$ cat src/rtl/blkchk_pkg.sv
package blkchk_pkg;
   typedef enum logic [1:0] {
      SEL_RX   = 2'd0,
      SEL_TX   = 2'd1,
      SEL_POLY = 2'd2,
      SEL_NONE = 2'd3
   } sw_sel_e;
endpackage

$ cat src/rtl/blkchk_acc.sv
module blkchk_acc #(
   parameter int W = 16
) (
   input  logic         clk,
   input  logic         rst_n,
   input  logic         clr,
   input  logic         ld,
   input  logic [W-1:0] ld_val,
   input  logic         shift,
   input  logic         bit_in,
   input  logic [W-1:0] taps,
   output logic [W-1:0] acc,
   output logic [W-1:0] acc_nxt
);
   logic         fb;
   logic [W-1:0] stepped;

   assign fb = acc[W-1] ^ bit_in;

   // one serial step, unrolled per bit position
   for (genvar i = 0; i < W; i++) begin : g_step
      if (i == 0) begin : g_lsb
         assign stepped[i] = fb & taps[i];
      end else begin : g_upper
         assign stepped[i] = acc[i-1] ^ (fb & taps[i]);
      end
   end

   always_comb begin
      if (clr)        acc_nxt = '0;
      else if (ld)    acc_nxt = ld_val;
      else if (shift) acc_nxt = stepped;
      else            acc_nxt = acc;
   end

   always_ff @(posedge clk) begin
      if (!rst_n) acc <= '0;
      else        acc <= acc_nxt;
   end
endmodule

$ cat src/rtl/blkchk_par.sv
module blkchk_par #(
   parameter int LEN_W = 4,
   parameter bit IS_RX = 1'b1
) (
   input  logic             clk,
   input  logic             rst_n,
   input  logic             clr,
   input  logic             bit_vld,
   input  logic             bit_in,
   input  logic [LEN_W-1:0] len_m1,
   input  logic             odd,
   output logic             data_en,
   output logic             evt,
   output logic             par_val
);
   localparam int CNT_W = LEN_W + 1;

   logic [CNT_W-1:0] cnt;
   logic             acc_par;
   logic [CNT_W-1:0] last_idx;

   assign last_idx = {1'b0, len_m1};

   if (IS_RX) begin : g_rx
      logic slot;
      // the bit after the last data bit is the parity bit
      assign slot    = (cnt == last_idx + CNT_W'(1));
      assign data_en = bit_vld & ~slot;
      assign evt     = bit_vld & slot;
      assign par_val = acc_par ^ odd;

      always_ff @(posedge clk) begin
         if (!rst_n || clr) begin
            cnt     <= '0;
            acc_par <= 1'b0;
         end else if (bit_vld) begin
            if (slot) begin
               cnt     <= '0;
               acc_par <= 1'b0;
            end else begin
               cnt     <= cnt + CNT_W'(1);
               acc_par <= acc_par ^ bit_in;
            end
         end
      end
   end else begin : g_tx
      logic last;
      assign last    = (cnt == last_idx);
      assign data_en = bit_vld;
      assign evt     = bit_vld & last;
      assign par_val = acc_par ^ bit_in ^ odd;

      always_ff @(posedge clk) begin
         if (!rst_n || clr) begin
            cnt     <= '0;
            acc_par <= 1'b0;
         end else if (bit_vld) begin
            if (last) begin
               cnt     <= '0;
               acc_par <= 1'b0;
            end else begin
               cnt     <= cnt + CNT_W'(1);
               acc_par <= acc_par ^ bit_in;
            end
         end
      end
   end
endmodule

$ cat src/rtl/blkchk_unit.sv
module blkchk_unit #(
   parameter int          W        = 16,
   parameter int          CHAR_MAX = 16,
   parameter logic [15:0] POLY_RST = 16'h8005,
   localparam int         LEN_W    = $clog2(CHAR_MAX)
) (
   input  logic             clk,
   input  logic             rst_n,
   input  logic             bit_vld,
   input  logic             bit_dir,
   input  logic             bit_val,
   input  logic [LEN_W-1:0] char_len_m1,
   input  logic             par_odd,
   input  logic             sw_wr,
   input  logic [1:0]       sw_sel,
   input  logic [W-1:0]     sw_wdata,
   input  logic             clr_rx,
   input  logic             clr_tx,
   input  logic             eob_rx,
   output logic [W-1:0]     rx_bcc,
   output logic [W-1:0]     tx_bcc,
   output logic [W-1:0]     poly,
   output logic             bcc_err,
   output logic             vrc_err,
   output logic             tx_par,
   output logic             tx_par_vld
);
   import blkchk_pkg::*;

   if (W < 2 || W > 16) begin : g_bad_w
      $error("blkchk_unit: W must be 2..16");
   end
   if (CHAR_MAX < 2 || (1 << LEN_W) != CHAR_MAX) begin : g_bad_len
      $error("blkchk_unit: CHAR_MAX must be a power of two >= 2");
   end

   logic rx_bit, tx_bit;
   logic rx_data, tx_data;
   logic rx_slot, tx_last;
   logic rx_exp, tx_pv;
   logic rx_ld, tx_ld;
   logic [W-1:0] rx_nxt, tx_nxt;

   assign rx_bit = bit_vld & ~bit_dir;
   assign tx_bit = bit_vld &  bit_dir;
   assign rx_ld  = sw_wr & (sw_sel == SEL_RX);
   assign tx_ld  = sw_wr & (sw_sel == SEL_TX);

   blkchk_par #(.LEN_W(LEN_W), .IS_RX(1'b1)) u_rx_par (
      .clk(clk), .rst_n(rst_n), .clr(clr_rx), .bit_vld(rx_bit),
      .bit_in(bit_val), .len_m1(char_len_m1), .odd(par_odd),
      .data_en(rx_data), .evt(rx_slot), .par_val(rx_exp)
   );

   blkchk_par #(.LEN_W(LEN_W), .IS_RX(1'b0)) u_tx_par (
      .clk(clk), .rst_n(rst_n), .clr(clr_tx), .bit_vld(tx_bit),
      .bit_in(bit_val), .len_m1(char_len_m1), .odd(par_odd),
      .data_en(tx_data), .evt(tx_last), .par_val(tx_pv)
   );

   blkchk_acc #(.W(W)) u_rx_acc (
      .clk(clk), .rst_n(rst_n), .clr(clr_rx), .ld(rx_ld), .ld_val(sw_wdata),
      .shift(rx_data), .bit_in(bit_val), .taps(poly),
      .acc(rx_bcc), .acc_nxt(rx_nxt)
   );

   blkchk_acc #(.W(W)) u_tx_acc (
      .clk(clk), .rst_n(rst_n), .clr(clr_tx), .ld(tx_ld), .ld_val(sw_wdata),
      .shift(tx_data), .bit_in(bit_val), .taps(poly),
      .acc(tx_bcc), .acc_nxt(tx_nxt)
   );

   always_ff @(posedge clk) begin
      if (!rst_n) begin
         poly <= POLY_RST[W-1:0];
      end else if (sw_wr && sw_sel == SEL_POLY) begin
         poly <= sw_wdata;
      end
   end

   always_ff @(posedge clk) begin
      if (!rst_n || clr_rx) begin
         bcc_err <= 1'b0;
         vrc_err <= 1'b0;
      end else begin
         if (eob_rx) bcc_err <= |rx_nxt;
         if (rx_slot && (bit_val != rx_exp)) vrc_err <= 1'b1;
      end
   end

   always_ff @(posedge clk) begin
      if (!rst_n || clr_tx) begin
         tx_par     <= 1'b0;
         tx_par_vld <= 1'b0;
      end else begin
         tx_par_vld <= tx_last;
         if (tx_last) tx_par <= tx_pv;
      end
   end

   // tx_nxt is only observed through tx_bcc; keep it referenced
   logic tx_nxt_unused;
   assign tx_nxt_unused = ^tx_nxt;
endmodule

$ cat config.mk
export PLATFORM = sky130hd
export DESIGN_NAME = blkchk_unit
export DESIGN_NICKNAME = d
export VERILOG_FILES = /design/src/rtl/blkchk_pkg.sv /design/src/rtl/blkchk_acc.sv /design/src/rtl/blkchk_par.sv /design/src/rtl/blkchk_unit.sv
export SDC_FILE = /design/constraint.sdc
export NUM_CORES = 1
export LEC_CHECK = 0
export BUFFER_PORTS_ARGS = -buffer_cell sky130_fd_sc_hd__buf_2
export CAP_MARGIN = 20
export CORE_ASPECT_RATIO = 1.75
export CORE_MARGIN = 1.5
export CORE_UTILIZATION = 41
export CTS_CLUSTER_SIZE = 24
export DETAILED_ROUTE_END_ITERATION = 10
export PLACE_DENSITY = 0.71
export SETUP_SLACK_MARGIN = 0.02
export SLEW_MARGIN = 20
export SYNTH_ARGS = -nofsm -noshare
export SYNTH_HDL_FRONTEND = slang
export SYNTH_SLANG_ARGS = --single-unit
$ cat constraint.sdc
create_clock -name clk -period 3.7 [get_ports clk]
set_clock_uncertainty 0.1 [all_clocks]
set_input_delay 0 -clock clk [delete_from_list [all_inputs] [get_ports clk]]
set_output_delay 0 -clock clk [all_outputs]
set_load 0.02 [all_outputs]
; Word level (Yosys, flattened, before mapping)
; Index checks and enable logic that the tools add are counted.
[classes]
reduce_logical = 9
n_mux = 9
add_sub_neg = 3
n_bitwise = 78
eq_ne = 5
[op_table]
columns = operator, n
row1 = 16-bit two-way mux, 5
row2 = 1-bit bitwise AND, 39
row3 = 1-bit bitwise XOR, 36
row4 = 16-bit OR reduction, 1
row5 = 5-bit by 1-bit adder with 5-bit output (second input constant), 2
row6 = 5-bit two-way mux, 2
row7 = 4-bit by 1-bit adder with 5-bit output (second input constant), 1
row8 = 5-bit by 4-bit equality test with 1-bit output, 1
row9 = 5-bit equality test, 1
row10 = 1-bit NOT, 3
row11 = 2-bit by 1-bit equality test with 1-bit output (second input constant), 1
row12 = 2-bit equality test (second input constant), 1
row13 = 1-bit logical AND, 2
row14 = 2-bit zero test, 1
row15 = 1-bit logical OR, 2
row16 = 1-bit two-way mux, 2
row17 = 2-bit nonzero test, 1
row18 = 2-bit OR reduction, 1
row19 = 1-bit zero test, 1
row20 = 1-bit != test, 1
[totals]
ff_bits = 64

; Logic depth before layout (Yosys ltp)
; Gate-level depths: netlist of run 1.
[logic_depth]
ltp_word = 8
mapped_depth = 10

; Hierarchy
; Synthesis of run 1 repeated with hierarchy kept, for this count alone.
[hier_totals]
cells_unflattened = 485
area_unflattened_um2 = 4011.3
[by_module_without_submodules]
columns = module, cells_per_inst, seq_area_each_um2, instances, area_each_um2
row1 = blkchk_acc, 153, 320.3, 2, 1168.6
row2 = blkchk_unit, 93, 400.4, 1, 859.6
row3 = blkchk_par (u_rx_par), 48, 120.1, 1, 420.4
row4 = blkchk_par (u_tx_par), 38, 120.1, 1, 394.1

; Worst setup path after synthesis of run 1
; No wires, ideal clock.
[synth_timing]
path_type = register to register
from = register u_rx_par.cnt[2]
to = register bcc_err
t_required_ns = 3.526
stages_incl_launch_ff = 10
setup_slack_ns = 1.071
path_buffers = 1
period_less_slack_ns = 2.629
t_arrival_ns = 2.455
path_cell_list = dfxtp_1 > o21ba_1 > a221o_1 > a2111oi_4 > buf_6 > mux2_2 > a31oi_1 > nor2_1 > and4_1 > a31oi_1
[synth_via]
elab_chain_cells = 7
[synth_lines]
columns = item, line
row1 = start: declaration, blkchk_par.sv:18  ; logic [CNT_W-1:0] cnt;
row2 = start signal: assignment, blkchk_par.sv:41  ; cnt <= cnt + CNT_W'(1);
row3 = 5-bit equality test, blkchk_par.sv:27  ; assign slot = (cnt == last_idx + CNT_W'(1));
row4 = 1-bit NOT, blkchk_par.sv:28  ; assign data_en = bit_vld & ~slot;
row5 = 1-bit bitwise AND, blkchk_par.sv:28
row6 = 16-bit two-way mux, blkchk_acc.sv:32  ; else if (shift) acc_nxt = stepped;
row7 = 16-bit two-way mux, blkchk_acc.sv:31  ; else if (ld) acc_nxt = ld_val;
row8 = 16-bit two-way mux, blkchk_acc.sv:30  ; if (clr) acc_nxt = '0;
row9 = 16-bit OR reduction, blkchk_unit.sv:86  ; if (eob_rx) bcc_err <= |rx_nxt;
row10 = end signal: assignment, blkchk_unit.sv:86
row11 = end: declaration, blkchk_unit.sv:23  ; output logic bcc_err,
; No other way between the ends.
; A chain may end at the register's enable or synchronous reset.

; Worst setup path in the final report of run 1
; Ends and elaborated chain as after synthesis.

==> results.md, run 1 <==
- Synth top area cells: dfxtp_1 (37%), nand2_1 (8.9%), xor2_1 (8.6%)
- Largest area contributor in the netlist: dfxtp_1
- Post-synth net total: 489
- Htree depth: 3
- Final setup viols: 0
- Initial Utilization: 42.09%
- #FFs+latches synth: 64
- Die area: 9060 um^2
- R2R Path Start: u_rx_par.cnt[2]
- WL final: 11080 um
- Hold Path Sink: tx_par_vld
- Worst r2r dst: bcc_err
- Final HPWL DP: 8044 um
- Die height: 124.8 um
- Root Buffer: clkbuf_16
- Share of cells above drive strength 1: 20.83%
- RSZ-0062 raised after global routing: no
- Longest Clk Path Bufs: 2
- Relative slew margins: 31.57%
- Number of iterations in the first detailed-routing pass: 5
- Cell row count: 44
- Remaining DRCs: 0
- Final Total Pwr: 0.001861 W
- Ant. Diodes: 0
- Worst-case reg-to-reg path depth: 9
- Core Area: 8258 um^2
- Total GRT Usage: 25.22%
- Setup tns final: 0 ns
- Antenna violations before repair: 0
- Clock latency at the later pin of the worst-skew pair: 0.33 ns
- Top post-synthesis cells by count: nand2_1 (82), dfxtp_1 (64), nor2_1 (61)
- Post-synth top flop: dfxtp_1
- Post-synthesis cell area: 3476 um^2
- Syn. warnings: 0
- Layout Nets: 587
- First-pass GRT wire length: 17640 um
- Crit path time final: 2.838 ns
- Critical path class: reg -> reg
- Yosys cell types: 43
- Total congestion overflow: 0
- Min-delay src: char_len_m1[1]
- Crit path capture type: register
- Yosys top cell area share: 36.86%
- DR vias/cell: 5.696
- Non-filler cells, final: 649
- CTS Sinks: 64
- Worst Path Required: 3.86 ns
- Dpl cells: 607
- Layout Area Growth over Synthesis: 29.55%
- PnR worst setup slack: 0.8622 ns
- WP data arrival: 2.99 ns
- Register area share after synthesis: 36.86%
- Number of global-route vias before repair: 3544
- Final Hold Fails: 0
- Largest net degree at the start of global routing: 31
- Post-synth EDFFs: 0
- DRT iter0 DRCs: 251
- FMAX: 352.4 MHz
- Die X: 72.60 um
- Worst Setup Start Kind: register
- Outcome: completed
- Antenna viol nets, final: 0
- Port buffer count: 83
- I/O pin count: 84
- Crit share post-route: 76.70%
- Routability cong.: 0.9537
- Worst Hold Depth: 4
- P per Cell Area: 413.2 nW/um^2
- Peak supply drop: 0.2614 mV
- Max Cap Viol: 0
- Avg Inst Size Synth: 7.656 um^2
- Worst hold path type: in -> reg
- Cts bufs inserted: 9
- Post-Synthesis Cells: 454
- Vias: 3697
- Routed WL per cell: 17.07 um
- CTS tree: yes
- Pleak: 1.905 nW
- Setup slack, reg-to-reg: 0.86 ns
- CTS clk-pin slew, worst paths: 0.05 ns
- Slew Limit Fails: 0
- Placed instance area: 3943 um^2
- Post-synth ARST share: 0%
- Finished Cell Area: 4503 um^2
- CP Max Fanout: 15
- Count leader, synth: nand2_1
- Least-Margin Pin Slew: 1.026 ns
- Pre-CTS setup slack: 0.8967 ns
## cell families after synthesis
logic type	synth area share, %
compound gates	19.11
xor+xnor	10.84
fa+ha+maj	1.080
buf+inv	3.600
flops	36.86
mux	2.232
simple gates	26.28
## through the flow
stage / hold slack [ns] / util, %
2_1_floorplan: 0.02431 / -
3_3_place_gp: 0.1673 / 47.74
3_5_place_dp: 0.1680 / 47.74
4_1_cts: 0.01156 / 54.53
5_1_grt: 0.06985 / 54.53
6_report: 0.02208 / 54.53
## critical path: stages, from the launching register on
cell	delay (ns)
dfxtp_1	0.46
o21ba_1	0.18
a221o_1	0.39
a2111oi_4	0.34
buf_4	0.27
mux2_2	0.36
a41oi_1	0.21
nor3_1	0.09
and4_1	0.22
a31oi_1	0.14
## state kept, by name, summed over array words and instances (netlist names)
register	flops
bcc_err	1
u_rx_acc.acc	16
u_rx_par.acc_par	1
tx_par_vld	1
tx_par	1
vrc_err	1
u_tx_par.cnt	5
poly	16
u_rx_par.cnt	5
u_tx_par.acc_par	1
u_tx_acc.acc	16
## per-layer routing
layer	vias to the layer above	track usage (%)	share of wire, %
met5	-	0	0
li1	1763	-	-
met3	35	3.560	4.0
met4	0	17.20	5.6
met2	142	44.04	53
met1	1757	26.84	37
## worst max path at each step
stage / from / to / slack [ns] / cells past startpoint
finish: u_rx_par.cnt[2] / bcc_err / 0.86 / 9
global route: u_rx_par.cnt[2] / bcc_err / 0.75 / 9
CTS: u_rx_par.cnt[2] / bcc_err / 0.89 / 9
detailed placement: u_rx_par.cnt[2] / bcc_err / 0.90 / 9
global placement: u_rx_par.cnt[2] / bcc_err / 1.01 / 9
floorplan: u_rx_par.cnt[2] / bcc_err / 1.07 / 9
## cell usage in the layout, fill, tap and decap left out, types with 3 or more instances in the layout
| master | synthesis | layout |
|---|---|---|
| nand3_1 | 26 | 26 |
| nand2_1 | 82 | 82 |
| a31oi_1 | 8 | 8 |
| and3_1 | 6 | 6 |
| nand4_1 | 4 | 4 |
| o21ai_0 | 6 | 6 |
| a21o_1 | 7 | 7 |
| clkbuf_16 | 0 | 9 |
| a211oi_1 | 20 | 20 |
| and2_1 | 6 | 6 |
| xnor2_1 | 9 | 9 |
| dfxtp_1 | 64 | 64 |
| nor2b_1 | 3 | 3 |
| nand2b_1 | 4 | 4 |
| buf_4 | 0 | 7 |
| nand3b_1 | 3 | 3 |
| a311oi_1 | 3 | 3 |
| xor2_1 | 34 | 34 |
| nor2_1 | 61 | 61 |
| a21oi_1 | 44 | 44 |
| mux2_2 | 6 | 6 |
| buf_2 | 4 | 83 |
| ha_1 | 3 | 3 |
| dlygate4sd3_1 | 0 | 26 |
| nor3_1 | 4 | 4 |
## layout make-up
cell class | count | area, um^2
fill | 793 | 3755
multi-input combinational | 360 | 2074
sequential | 64 | 1281
timing repair buffer | 116 | 728.2
clock buffer | 13 | 260.3
tap | 92 | 115.1
clock inverter | 3 | 40.04
inverter | 1 | 3.754
## what timing repair did
action | CTS | global route
resized for setup | 0 | 0
buffers inserted | 0 | 0
setup endpoints to repair | 0 | 0
endpoints found under the hold margin | 47 | 0
hold buffers | 26 | 0
## power by group
part           total (W)  switching, W  internal [W]  leakage [nW]
logic           0.000276      0.000166      0.000110          1.24
registers       0.000733     0.0000234      0.000710         0.519
clock network   0.000851      0.000295      0.000556         0.150
total            0.00186      0.000485       0.00138          1.91
No activity file was read; power rests on OpenSTA's default activity.
==> run 2, diff against run 1 <==
--- a/config.mk
+++ b/config.mk
@@ -5,6 +5,7 @@
 export SDC_FILE = /design/constraint.sdc
 export NUM_CORES = 1
 export LEC_CHECK = 0
+export ABC_AREA = 1
 export BUFFER_PORTS_ARGS = -buffer_cell sky130_fd_sc_hd__buf_2
 export CAP_MARGIN = 20
 export CORE_ASPECT_RATIO = 1.75
@@ -12,7 +13,7 @@
 export CORE_UTILIZATION = 41
 export CTS_CLUSTER_SIZE = 24
 export DETAILED_ROUTE_END_ITERATION = 10
-export PLACE_DENSITY = 0.71
+export PLACE_DENSITY = 0.73
 export SETUP_SLACK_MARGIN = 0.02
 export SLEW_MARGIN = 20
 export SYNTH_ARGS = -nofsm -noshare
==> constraint.sdc (replaced) <==
create_clock -name clk -period 2.5 [get_ports clk]
set_clock_uncertainty 0.1 [all_clocks]
set_input_delay 0 -clock clk [delete_from_list [all_inputs] [get_ports clk]]
set_output_delay 0 -clock clk [all_outputs]
set_load 0.02 [all_outputs]
==> run 2 against run 1 <==
Compared with the run above:
- critical path depth is the same
- die area grew 1.8%
- clock power grew 39%
- register-to-register slack lost 0.39 ns
- first-iteration DRC count shrank 27%
- via count grew 5.3%
- worst hold slack gained 0.022 ns
- synthesized cell count grew 18%
- largest cell class unchanged
- largest power group unchanged
==> results.md, run 2 <==
- P per Cell Area: 569.2 nW/um^2
- Longest Clk Path Bufs: 2
- Largest net degree at the start of global routing: 32
- Relative slew margins: 41.17%
- Worst-path cell chain: dlygate4sd3_1 > buf_2 > clkinv_1 > nor2_1 > clkinvlp_4 > nor2_1 > nand2_1 > nand2_1 > dlygate4sd3_1
- Post-synth ARST share: 0%
- Hold Slack: 0.04358 ns
- Die X: 73.25 um
- FMAX: 481.6 MHz
- Routed WL per cell: 13.74 um
- Final setup viols: 0
- Post-synth net total: 571
- Worst-case reg-to-reg path depth: 15
- Hold Path Sink: u_rx_acc.acc[6]
- Commonest cells after routing, fill and taps aside: nand2_1 (133), buf_2 (83), nor2_1 (78), dfxtp_1 (64), inv_1 (55)
- Register area share after synthesis: 36.18%
- Layout Nets: 691
- Setup tns final: 0 ns
- Yosys top cell area share: 36.18%
- I/O pin count: 84
- Setup slack, reg-to-reg: 0.47 ns
- Total congestion overflow: 0
- Largest regs: poly x16, u_rx_acc.acc x16, u_tx_acc.acc x16
- Core Area: 8313 um^2
- Worst hold path type: in -> reg
- #FFs+latches synth: 64
- Crit share post-route: 83.06%
- Crit path time final: 2.077 ns
- Commonest non-fill, non-tap cell in the layout: nand2_1
- Crit path capture type: register
- Cell row count: 44
- Yosys cell types: 30
- Total GRT Usage: 23.97%
- Min-delay src: sw_sel[0]
- CTS tree: yes
- Number of iterations in the first detailed-routing pass: 4
- RSZ-0062 raised after global routing: no
- Root Buffer: clkbuf_16
- Worst r2r dst: bcc_err
- Crit-path leading delay family: buffers and inverters
- Remaining DRCs: 0
- R2R Path Start: u_rx_par.cnt[0]
- Synth top area cells: dfxtp_1 (36%), nand2_1 (14%), nor2_1 (8.3%)
- Top post-synthesis cells by count: nand2_1 (133), nor2_1 (78), dfxtp_1 (64)
- Least-Margin Pin Slew: 0.8814 ns
- Worst Path Required: 2.69 ns
- Number of global-route vias before repair: 3821
- Syn. warnings: 0
- Slew Limit Fails: 0
- First-pass GRT wire length: 17260 um
- WL final: 10660 um
- Htree depth: 3
- Post-synthesis cell area: 3541 um^2
- Dpl cells: 722
- Non-filler cells, final: 776
- DR vias/cell: 5.017
- Vias: 3893
- Final Total Pwr: 0.002682 W
- Outcome: completed
- Slowest-stage cell, CP: dlygate4sd3_1
- Pleak: 2.301 nW
- Cts bufs inserted: 9
- Layout Area Growth over Synthesis: 33.07%
- Post-synth top flop: dfxtp_1
- Buf/Inv on CP: 5
- Avg Inst Size Synth: 6.606 um^2
- Final Hold Fails: 0
- Antenna viol nets, final: 0
- CTS Sinks: 64
- DRT iter0 DRCs: 184
- CP peak stage delay: 0.54 ns
- Largest area contributor in the netlist: dfxtp_1
- CTS clk-pin slew, worst paths: 0.06 ns
- Ant. Diodes: 0
- Critical path class: in -> reg
- Post-Synthesis Cells: 536
- Final HPWL DP: 7651 um
- Port buffer count: 83
- Max Cap Viol: 0
- Die height: 125.9 um
- CP Max Fanout: 17
- Initial Utilization: 42.59%
- Count leader, synth: nand2_1
- Die area: 9225 um^2
- Critical path startpoint: rst_n
- Clock latency at the later pin of the worst-skew pair: 0.34 ns
- Peak supply drop: 0.4414 mV
- Worst Setup Start Kind: primary input
- Antenna violations before repair: 0
- Post-synth EDFFs: 0
- Worst Hold Depth: 5
- Share of cells above drive strength 1: 19.97%
- WP data arrival: 2.26 ns
- Routability cong.: 0.9180
run 2: changes by cell type in the layout (fill, tap and decap cells not counted), moves of 8 or more:
| cell | change |
|---|---|
| inv_1 | +54 |
| nand2_1 | +51 |
| o21ai_0 | +38 |
| a21oi_1 | -33 |
| xor2_1 | -19 |
| a211oi_1 | -17 |
| nor2_1 | +17 |
| nand3_1 | +15 |
| nand2_2 | +13 |
| dlygate4sd3_1 | +11 |
| a31oi_1 | +8 |
run 2: area by class of cell:
cell class              instances  area, um^2
fillers                       785        3601
well taps                     115       143.9
repair buffers                128       845.8
flip-flops and latches         64        1281
clock buffers                   9       225.2
multi-input cells             392        1926
clock inverters                 7       57.56
inverters                      61       232.7
run 2: kinds of logic after synthesis:
logic type / share of synthesized area (%)
DFF: 36.18
and+or+nand+nor: 33.78
adders and majority gates: 1.060
buffers and inverters: 9.435
AOI/OAI and AO/OA: 11.87
xor gates and xnor gates: 7.668
run 2: report_power, final:
group	leakage, nW	switching, W	internal [W]	total [W]
Sequential	0.520	0.0000323	0.00105	0.00108
Combinational	1.66	0.000254	0.000165	0.000419
Clock	0.122	0.000502	0.000678	0.00118
run 2: what timing repair did:
action | 4_1_cts | 5_1_grt
hold endpoints to repair | 55 | 0
setup buffers | 0 | 1
hold buffers | 37 | 0
resized for setup | 0 | 1
endpoints found under the setup margin | 0 | 1
run 2: worst max path at each step:
stage | end | slack [ns] | depth (start not counted)
2_1_floorplan | bcc_err | 0.72 | 14
3_3_place_gp | bcc_err | 0.50 | 15
3_5_place_dp | bcc_err | 0.43 | 18
4_1_cts | tx_par | 0.08 | 9
5_1_grt | bcc_err | 0.17 | 15
6_report | tx_par | 0.42 | 9
run 2: worst register-to-register path, stage by stage (launching register included):
cell      delay [ns]
dfxtp_1         0.42
nand2_1         0.08
clkinv_1        0.05
nor2_1          0.03
nand3_1         0.08
nor2_2          0.05
nand2_4         0.19
nand2_4         0.20
inv_2           0.16
nor2_1          0.05
nor2_1          0.13
nor2_1          0.05
nor2_1          0.11
nand3_1         0.08
nor2_1          0.09
nor2_1          0.04
run 2: stage by stage:
stage | cell area (um^2) | utilization [%] | setup slack [ns]
floorplan | 3541 | - | 0.7231
global placement | 4048 | 48.69 | 0.4966
detailed placement | 4048 | 48.69 | 0.4324
CTS | 4701 | 56.55 | 0.08302
global route | 4712 | 56.68 | 0.1676
finish | 4712 | 56.68 | 0.4235
run 2: layer usage:
layer / vias to the layer above / track usage (%) / share of wire (%)
met1: 1805 / 25.35 / 38
met3: 32 / 3.760 / 3.7
met2: 112 / 43.80 / 55
li1: 1944 / - / -
met5: - / 0 / 0
met4: 0 / 12.32 / 3.9
